<file path="src/rtl/chan_irq_pkg.sv">
package chan_irq_pkg;

   // Bit index of the transmit-done flag of a channel
   function automatic int tx_bit_idx(input int chan);
      return chan;
   endfunction

   // Bit index of the receive-done flag of a channel, above all transmit flags
   function automatic int rx_bit_idx(input int chan, input int num_chan);
      return num_chan + chan;
   endfunction

   // Decoded register access for one cycle
   typedef enum logic [1:0] {
      ACC_NONE   = 2'd0,
      ACC_STATUS = 2'd1,
      ACC_MASK   = 2'd2
   } acc_sel_e;

endpackage

</file>
<file path="src/rtl/chan_irq_status.sv">
module chan_irq_status #(
   parameter int NUM_CHAN = 4,
   localparam int EV_W    = 2 * NUM_CHAN
) (
   input  logic            clk,
   input  logic            rst_n,
   input  logic [NUM_CHAN-1:0] tx_done,
   input  logic [NUM_CHAN-1:0] rx_done,
   input  logic            clr_en,
   input  logic [EV_W-1:0] clr_bits,
   output logic [EV_W-1:0] st_q,
   output logic [EV_W-1:0] st_d,
   output logic            any_evt
);
   import chan_irq_pkg::*;

   logic [EV_W-1:0] set_vec;

   // Map each channel's pulses onto their status positions
   for (genvar c = 0; c < NUM_CHAN; c++) begin : g_map
      assign set_vec[tx_bit_idx(c)]           = tx_done[c];
      assign set_vec[rx_bit_idx(c, NUM_CHAN)] = rx_done[c];
   end

   // Per-bit sticky cell: an event outranks a clear of the same cycle
   for (genvar b = 0; b < EV_W; b++) begin : g_cell
      always_comb begin
         if (set_vec[b])
            st_d[b] = 1'b1;
         else if (clr_en && clr_bits[b])
            st_d[b] = 1'b0;
         else
            st_d[b] = st_q[b];
      end
   end

   always_ff @(posedge clk) begin
      if (!rst_n)
         st_q <= '0;
      else
         st_q <= st_d;
   end

   assign any_evt = |set_vec;

   // every bit pulsed in a cycle is set afterwards, whatever was cleared
   a_r7_set_wins: assert property (@(posedge clk) disable iff (!rst_n)
      (|set_vec) |=> ((st_q & $past(set_vec)) == $past(set_vec)));

   // cleared bits without a competing event read zero afterwards
   a_r3_w1c: assert property (@(posedge clk) disable iff (!rst_n)
      clr_en |=> ((st_q & $past(clr_bits & ~set_vec)) == '0));

endmodule

</file>
<file path="src/rtl/chan_irq_mask.sv">
module chan_irq_mask #(
   parameter int EV_W = 8
) (
   input  logic            clk,
   input  logic            rst_n,
   input  logic            wr_en,
   input  logic [EV_W-1:0] wr_bits,
   output logic [EV_W-1:0] mk_q,
   output logic [EV_W-1:0] mk_d
);

   assign mk_d = wr_en ? wr_bits : mk_q;

   always_ff @(posedge clk) begin
      if (!rst_n)
         mk_q <= '0;
      else
         mk_q <= mk_d;
   end

   // a mask write is held verbatim
   a_r4_mask_wr: assert property (@(posedge clk) disable iff (!rst_n)
      wr_en |=> (mk_q == $past(wr_bits)));

endmodule

</file>
<file path="src/rtl/chan_irq_line.sv">
module chan_irq_line #(
   parameter int CLR_THRESH = 3,
   localparam int CNT_W     = $clog2(CLR_THRESH + 1)
) (
   input  logic clk,
   input  logic rst_n,
   input  logic eval,
   input  logic pend,
   output logic irq
);

   logic [CNT_W-1:0] cnt_q;
   logic [CNT_W-1:0] cnt_inc;

   assign cnt_inc = cnt_q + 1'b1;

   always_ff @(posedge clk) begin
      if (!rst_n) begin
         cnt_q <= '0;
         irq   <= 1'b0;
      end else if (eval) begin
         if (pend) begin
            irq <= 1'b1;
         end else if (cnt_inc == CNT_W'(CLR_THRESH)) begin
            irq   <= 1'b0;
            cnt_q <= '0;
         end else begin
            cnt_q <= cnt_inc;
         end
      end
   end

   // a pending evaluation raises the line
   a_r5_raise: assert property (@(posedge clk) disable iff (!rst_n)
      (eval && pend) |=> irq);

   // the line only falls after an empty evaluation
   a_r6_fall_cause: assert property (@(posedge clk) disable iff (!rst_n)
      $fell(irq) |-> $past(eval && !pend));

   // the counter never rests at the threshold
   a_r6_cnt_range: assert property (@(posedge clk) disable iff (!rst_n)
      cnt_q < CNT_W'(CLR_THRESH));

   // no evaluation, no change
   a_r10_hold: assert property (@(posedge clk) disable iff (!rst_n)
      !eval |=> ($stable(irq) && $stable(cnt_q)));

endmodule

</file>
<file path="src/rtl/chan_irq_ctrl.sv">
module chan_irq_ctrl #(
   parameter int          NUM_CHAN   = 4,
   parameter int          DATA_W     = 32,
   parameter int          ADDR_W     = 8,
   parameter int          CLR_THRESH = 3,
   parameter logic [7:0]  STAT_OFF   = 8'h00,
   parameter logic [7:0]  MASK_OFF   = 8'h10,
   localparam int         EV_W       = 2 * NUM_CHAN
) (
   input  logic              clk,
   input  logic              rst_n,
   input  logic [NUM_CHAN-1:0] tx_done,
   input  logic [NUM_CHAN-1:0] rx_done,
   input  logic              reg_wr,
   input  logic [ADDR_W-1:0] reg_addr,
   input  logic [DATA_W-1:0] reg_wdata,
   output logic [DATA_W-1:0] reg_rdata,
   output logic              irq
);
   import chan_irq_pkg::*;

   initial begin
      assert (DATA_W > EV_W) else $error("DATA_W must exceed the event count");
      assert (CLR_THRESH >= 1) else $error("CLR_THRESH must be at least 1");
      assert (ADDR_W >= 8) else $error("ADDR_W too narrow for the offsets");
   end

   acc_sel_e        sel;
   logic            st_wr, mk_wr, any_evt, eval, pend;
   logic [EV_W-1:0] st_q, st_d, mk_q, mk_d;
   logic            unused_wdata;

   always_comb begin
      if (reg_addr == ADDR_W'(STAT_OFF))
         sel = ACC_STATUS;
      else if (reg_addr == ADDR_W'(MASK_OFF))
         sel = ACC_MASK;
      else
         sel = ACC_NONE;
   end

   assign st_wr        = reg_wr && (sel == ACC_STATUS);
   assign mk_wr        = reg_wr && (sel == ACC_MASK);
   assign unused_wdata = ^reg_wdata[DATA_W-1:EV_W];

   chan_irq_status #(.NUM_CHAN(NUM_CHAN)) u_status (
      .clk      (clk),
      .rst_n    (rst_n),
      .tx_done  (tx_done),
      .rx_done  (rx_done),
      .clr_en   (st_wr),
      .clr_bits (reg_wdata[EV_W-1:0]),
      .st_q     (st_q),
      .st_d     (st_d),
      .any_evt  (any_evt)
   );

   chan_irq_mask #(.EV_W(EV_W)) u_mask (
      .clk     (clk),
      .rst_n   (rst_n),
      .wr_en   (mk_wr),
      .wr_bits (reg_wdata[EV_W-1:0]),
      .mk_q    (mk_q),
      .mk_d    (mk_d)
   );

   // Evaluation looks at the values after this cycle's updates
   assign eval = st_wr || mk_wr || any_evt;
   assign pend = |(st_d & mk_d);

   chan_irq_line #(.CLR_THRESH(CLR_THRESH)) u_line (
      .clk   (clk),
      .rst_n (rst_n),
      .eval  (eval),
      .pend  (pend),
      .irq   (irq)
   );

   always_comb begin
      reg_rdata = '0;
      unique case (sel)
         ACC_STATUS: reg_rdata[EV_W-1:0] = st_q;
         ACC_MASK:   reg_rdata[EV_W-1:0] = mk_q;
         default:    reg_rdata = '0;
      endcase
   end

   // upper read bits are always zero
   a_r9_hi_zero: assert property (@(posedge clk) disable iff (!rst_n)
      reg_rdata[DATA_W-1:EV_W] == '0);

   // an unmapped write leaves status and mask alone
   a_r9_unmapped: assert property (@(posedge clk) disable iff (!rst_n)
      (reg_wr && sel == ACC_NONE && !any_evt) |=> ($stable(st_q) && $stable(mk_q)));

endmodule

</file>
<file path="config.mk">
export PLATFORM = sky130hd
export DESIGN_NAME = chan_irq_ctrl
export DESIGN_NICKNAME = d
export VERILOG_FILES = /design/src/rtl/chan_irq_pkg.sv /design/src/rtl/chan_irq_status.sv /design/src/rtl/chan_irq_mask.sv /design/src/rtl/chan_irq_line.sv /design/src/rtl/chan_irq_ctrl.sv
export SDC_FILE = /design/constraint.sdc
export NUM_CORES = 1
export LEC_CHECK = 0
export CORE_MARGIN = 8
export CORE_UTILIZATION = 33
export DETAILED_ROUTE_END_ITERATION = 10
export GPL_TIMING_DRIVEN = 0
export MAX_ROUTING_LAYER = met4
export PLACE_DENSITY = 0.75
export SLEW_MARGIN = 10
export SYNTH_ARGS = -nofsm -noshare
export SYNTH_HDL_FRONTEND = slang
export SYNTH_SLANG_ARGS = --single-unit
</file>
<file path="constraint.sdc">
create_clock -name clk -period 2.54 [get_ports clk]
set_clock_uncertainty 0.05 [all_clocks]
set_input_delay 0.508 -clock clk [delete_from_list [all_inputs] [get_ports clk]]
set_output_delay 0.508 -clock clk [all_outputs]
set_load 0.005 [all_outputs]
</file>
## After elaboration in Yosys (flattened, before gate mapping)

Cells that the tools add are included.
Widths: inputs -> output; s select.

- $add $sub $neg: 1
- Multiply operators: 0
- Div/mod/pow operators: 0
- Order comparisons: 0
- Equal/unequal tests: 4
- Shifts and indexed selects: 0
- Muxes and demuxes: 23
- Bitwise operators: 2
- Reduce and logical (&&, ||, !) cells: 18

Operator list:

| operator | number |
|---|---|
| $mux 1 | 18 |
| $pmux 8 s2 | 1 |
| $reduce_or 8->1 | 2 |
| $logic_and 1x1->1 | 10 |
| $and 8x8->8 | 1 |
| $eq 8x5->1 const B | 1 |
| $logic_not 8->1 | 1 |
| $mux 8 | 1 |
| $mux 2 | 3 |
| $eq 2x2->1 const B | 2 |
| $reduce_and 2->1 | 2 |
| $add 2x1->2 const B | 1 |
| $eq 2x1->1 const B | 1 |
| $logic_or 1x1->1 | 2 |
| $reduce_bool 2->1 | 1 |
| $not 1->1 | 1 |

- Register bits: 19
- Latch bits: 0
- Memory bits (writable): 0
- Bits in read-only memories: 0
- Bits of input ports: 51
- Memories: 0

## Logic depth before layout (Yosys ltp)

- Depth in word-level cells: 12
- Depth in mapped cells: 8
- Gate-level depth less buffers: 6

## Modules after synthesis

Synthesis repeated with hierarchy kept, for this count alone.

- Cell total of the unflattened synthesis: 146
- Area, all modules: 1296.2 µm²

Modules (own cells, without submodules):

| module | times used | cells an instance | area each (µm²) | sequential area each (µm²) |
|---|---|---|---|---|
| chan_irq_ctrl | 1 | 57 | 422.9 | 0.0 |
| chan_irq_status | 1 | 50 | 397.9 | 160.2 |
| chan_irq_mask | 1 | 25 | 344.1 | 160.2 |
| chan_irq_line | 1 | 14 | 131.4 | 60.1 |

## Worst setup path before layout

No wires, ideal clock.

- Path kind: input to register
- Start: input port reg_addr[3]
- End: register u_line.cnt_q[0]
- Setup time: 0.121 ns
- Arrival: 2.324 ns
- Slack: 0.045 ns
- Stages: 8
- Cells stage by stage: or4_1 -> buf_2 -> buf_6 -> o31ai_4 -> a22oi_1 -> a2111oi_2 -> nand3b_1 -> mux2i_1

- Longest elaborated chain between the ends: 12
- Elaborated cells on any way between the ends: 39
- Those cells by class: eq/ne (3); mux (19); bitwise (2); reduce/logical (15)

Ends and longest elaborated chain:

| element | RTL line | RTL |
|---|---|---|
| start, declared | chan_irq_ctrl.sv:15 | `input logic [ADDR_W-1:0] reg_addr,` |
| $eq 8x5->1 | chan_irq_ctrl.sv:36 | `else if (reg_addr == ADDR_W'(MASK_OFF))` |
| $mux 2 | chan_irq_ctrl.sv:36 |  |
| $mux 2 * | chan_irq_ctrl.sv:34 | `if (reg_addr == ADDR_W'(STAT_OFF))` |
| $eq 2x1->1 | chan_irq_ctrl.sv:42 | `assign st_wr = reg_wr && (sel == ACC_STATUS);` |
| $logic_and 1x1->1 | chan_irq_ctrl.sv:42 |  |
| $logic_and 1x1->1 | chan_irq_status.sv:30 | `else if (clr_en && clr_bits[b])` |
| $mux 1 | chan_irq_status.sv:30 |  |
| $mux 1 | chan_irq_status.sv:28 | `if (set_vec[b])` |
| $and 8x8->8 | chan_irq_ctrl.sv:69 | `assign pend = \|(st_d & mk_d);` |
| $reduce_or 8->1 | chan_irq_ctrl.sv:69 |  |
| $not 1->1 (no line) | n/a |  |
| $reduce_and 2->1 (no line) * | n/a |  |
| end signal, assigned | chan_irq_line.sv:28 | `cnt_q <= cnt_inc;` |
| end, declared | chan_irq_line.sv:12 | `logic [CNT_W-1:0] cnt_q;` |

Mark *: on every way between the ends. The rest lies on a longest branch, timed or not.
A chain may end at the register's enable or synchronous reset.

## Worst setup path after layout

- Start: input port reg_addr[0]
- End: output port reg_rdata[2]

- Longest elaborated chain between the ends: 5
- Elaborated cells on any way between the ends: 7
- Those cells by class: eq/ne (3); mux (3); reduce/logical (1)

Ends and longest elaborated chain:

| element | RTL line | RTL |
|---|---|---|
| $eq 8x5->1 | chan_irq_ctrl.sv:36 |  |
| $mux 2 | chan_irq_ctrl.sv:36 |  |
| $mux 2 * | chan_irq_ctrl.sv:34 |  |
| $eq 2x2->1 / $eq 2x1->1 (equally long branches) | chan_irq_ctrl.sv:81 | `unique case (sel)` |
| $pmux 8 s2 * | chan_irq_ctrl.sv:81 |  |
| end, declared | chan_irq_ctrl.sv:17 | `output logic [DATA_W-1:0] reg_rdata,` |

Marks and branches as above.

==> metrics <==
largest net degree at the start of global routing 12; critical path type primary input to output pin; status complete, but fails checks; hold buffer count at cts 0; IO buf count 34; hold path depth 2; final worst slack -0.00000688 ns; Syn Inst Count 147; Clock Sink Count 19; most frequent CP cell buf_6; cell taking the most area after synthesis dfxtp_1; final worst path period share 1.00; fill count roughly 340; Layout Utilization 0.591; WL final 4.93 mm; Synth cell types 33; fmax between 0.3 and 0.4 GHz; Multi-input gate area between 900 and 1000 µm²; I/O pin count 84; Worst EP arrival approximately 2 ns; CORE AREA a little under 4000 µm²; worst min path class flip-flop to flip-flop; min-delay src u_line.cnt_q[1]; CP Depth 8; DR WL/cell 17.4 µm; largest cells by area after synthesis dfxtp_1, buf_4, a21boi_1; Critical R2R Launch u_mask.mk_q[6]; Synth Register Bits 19; cell leakage power 0.993 nW; Via density between 5 and 6; peak fanout along the critical path 4; wire length on met2 between 2 and 2.5 mm; max-slew violation count 0; TritonCTS buffer count 3; placer congestion estimate between 0.8 and 0.9; Top delay family on crit path simple AND/OR/NAND/NOR gates; RSZ-0062 raised after global routing true; Die ar. between 6000 and 7000 µm²; Final Critical Period 2.54 ns; Initial DRT Pass Iterations 4; sequential area share after synthesis 0.292; Hold Path Sink u_line.cnt_q[1]; share of the synthesized area in the top cell type 0.292; Setup violations, final 1; Worst R2R Path Depth 5; vias in the first global route 1511; failing checks negative setup slack; met1 WL slightly below 2 mm; worst slack at placement -1.04 ns; Detailed Place HPWL 2.77 mm; # placed instances about 250; layout cells sized above 1 0.449; fin cells roughly 280; VDD IR max 0.000170 V; Post-synth EDFFs 0; CP Launch Type primary input; Die Span Y between 70 and 80 µm; Initial Utilization 0.335; Clock Latency Late Sink 0.27 ns; nets@finish roughly 290; WP buf/inv 5; CTS tree done; Area Growth Syn to Fin 76.4%; initial DRC count between 70 and 80; Crit Reg-Reg Endpoint u_line.cnt_q[1]; Post-Syn Area 1300 µm²; GRT overflow 0; crit path from reg_addr[0]; Die X 78.8 µm; Max-cap violations 0; final hold slack 0.446 ns; Vias around 1500; ANT nets after route 0; Worst EP required a little under 2 ns; CP Cell Sequence buf_8 -> or4_4 -> buf_12 -> nor2_4 -> buf_6 -> buf_6 -> a22o_1 -> buf_2; Rows 23; Async S/R FF share, synth 0; DRC Markers 0; Worst path max stage delay approximately 0.6 ns; initial antenna violation count 0; Reg area ~380 µm²; clock tree buffer depth 2; Synth Flop Type dfxtp_1; Clock transition at path regs approximately 0.080 ns; total chip power roughly 0.73 mW; DR WL met3 400 µm; Syn Area/Cell 8.85 µm²; CP Capture Type output pin; ANT cells 0; worst reg-to-reg setup slack between 1 and 1.5 ns; Final Hold Fails 0; global-route wire length before repair 7.33 mm; Clock H-tree levels 1; All-Layer GR Usage 0.152; Top Layer Used met4; power per cell area 318 nW/µm²; Synth Warn # 0; critical path's slowest cell or4_4; Root Driver clkbuf_8
## report_power, final
| group | leakage, nW | total (mW) | internal (mW) | switching (mW) |
|---|---|---|---|---|
| sequential | 0.156 | 0.321 | 0.310 | 0.0113 |
| clock | 0.0255 | 0.227 | 0.110 | 0.117 |
| combinational | 0.811 | 0.182 | 0.0985 | 0.0832 |
| total | 0.993 | 0.730 | 0.518 | 0.212 |
## placed cells by master (no fill, tap or decap), types with 4 or more instances in the layout
cell type	n
a21boi_1	12
a22o_1	8
a22oi_2	6
and2_1	4
buf_12	4
buf_2	11
buf_4	39
buf_6	9
clkbuf_1	4
clkdlybuf4s50_1	18
conb_1	24
dfxtp_1	19
inv_1	8
nand2_1	12
nand4_1	6
o31ai_2	6
o31ai_4	8
## worst max path at each step
stage / end
after CTS: reg_rdata[2]
after global placement: reg_rdata[2]
after detailed placement: reg_rdata[4]
after global routing: reg_rdata[2]
after floorplan: u_line.cnt_q[0]
final: reg_rdata[2]
## synth_stat cells (4+ instances only)
| cell | n |
|---|---|
| dfxtp_1 | 19 |
| a22oi_1 | 6 |
| o31ai_1 | 10 |
| nand2_1 | 12 |
| nand4_1 | 6 |
| inv_1 | 8 |
| clkbuf_1 | 5 |
| a21boi_1 | 12 |
| a22o_1 | 8 |
| buf_4 | 24 |
| and2_1 | 4 |
## state kept, by name (all words and copies together), names as in the netlist
name           flops
u_mask.mk_q        8
u_status.st_q      8
u_line.cnt_q       2
u_line.irq         1
## per-stage QoR
step,instance area [µm²],setup TNS (ns)
4_1_cts,2190,-0.00142
3_3_place_gp,1790,-10.22
5_1_grt,2300,-0.401
3_5_place_dp,1790,-10.34
2_1_floorplan,1390,0
6_report,2300,-0.00000688
## cell families after synthesis
| family | Yosys count | share of synthesized area |
|---|---|---|
| muxes | 4 | 0.0327 |
| DFF | 19 | 0.292 |
| buffers and inverters | 40 | 0.192 |
| other | 1 | 0.00288 |
| AOI/OAI and AO/OA | 45 | 0.307 |
| and+or+nand+nor | 38 | 0.173 |
## worst reg2reg max path, cell delays in order (launching register included)
cell	delay, ns
dfxtp_1	0.36
o31ai_4	0.10
a22oi_2	0.15
a2111oi_4	0.39
nand3b_1	0.21
mux2i_1	0.16
## timing repair
item / CTS / global route
pin swaps: 16 / 16
buffers inserted: 19 / 7
endpoints found under the setup margin: 11 / 10
cloned: 3 / 0
resized for setup: 99 / 18
## layer usage
layer | vias up | GRT usage
li1 | 672 | -
met1 | 671 | 0.173
met2 | 93 | 0.253
met3 | 17 | 0.0237
met4 | 0 | 0.0778
met5 | - | -
## area by class of cell
class	count	area share
plain buffers	30	0.102
flip-flops and latches	19	0.166
clock inverters	1	0.00218
well taps	50	0.0272
clock buffers	3	0.0180
inverters	8	0.0131
multi-input cells	112	0.421
repair buffers	61	0.250
No activity file was read; power rests on OpenSTA's default activity.
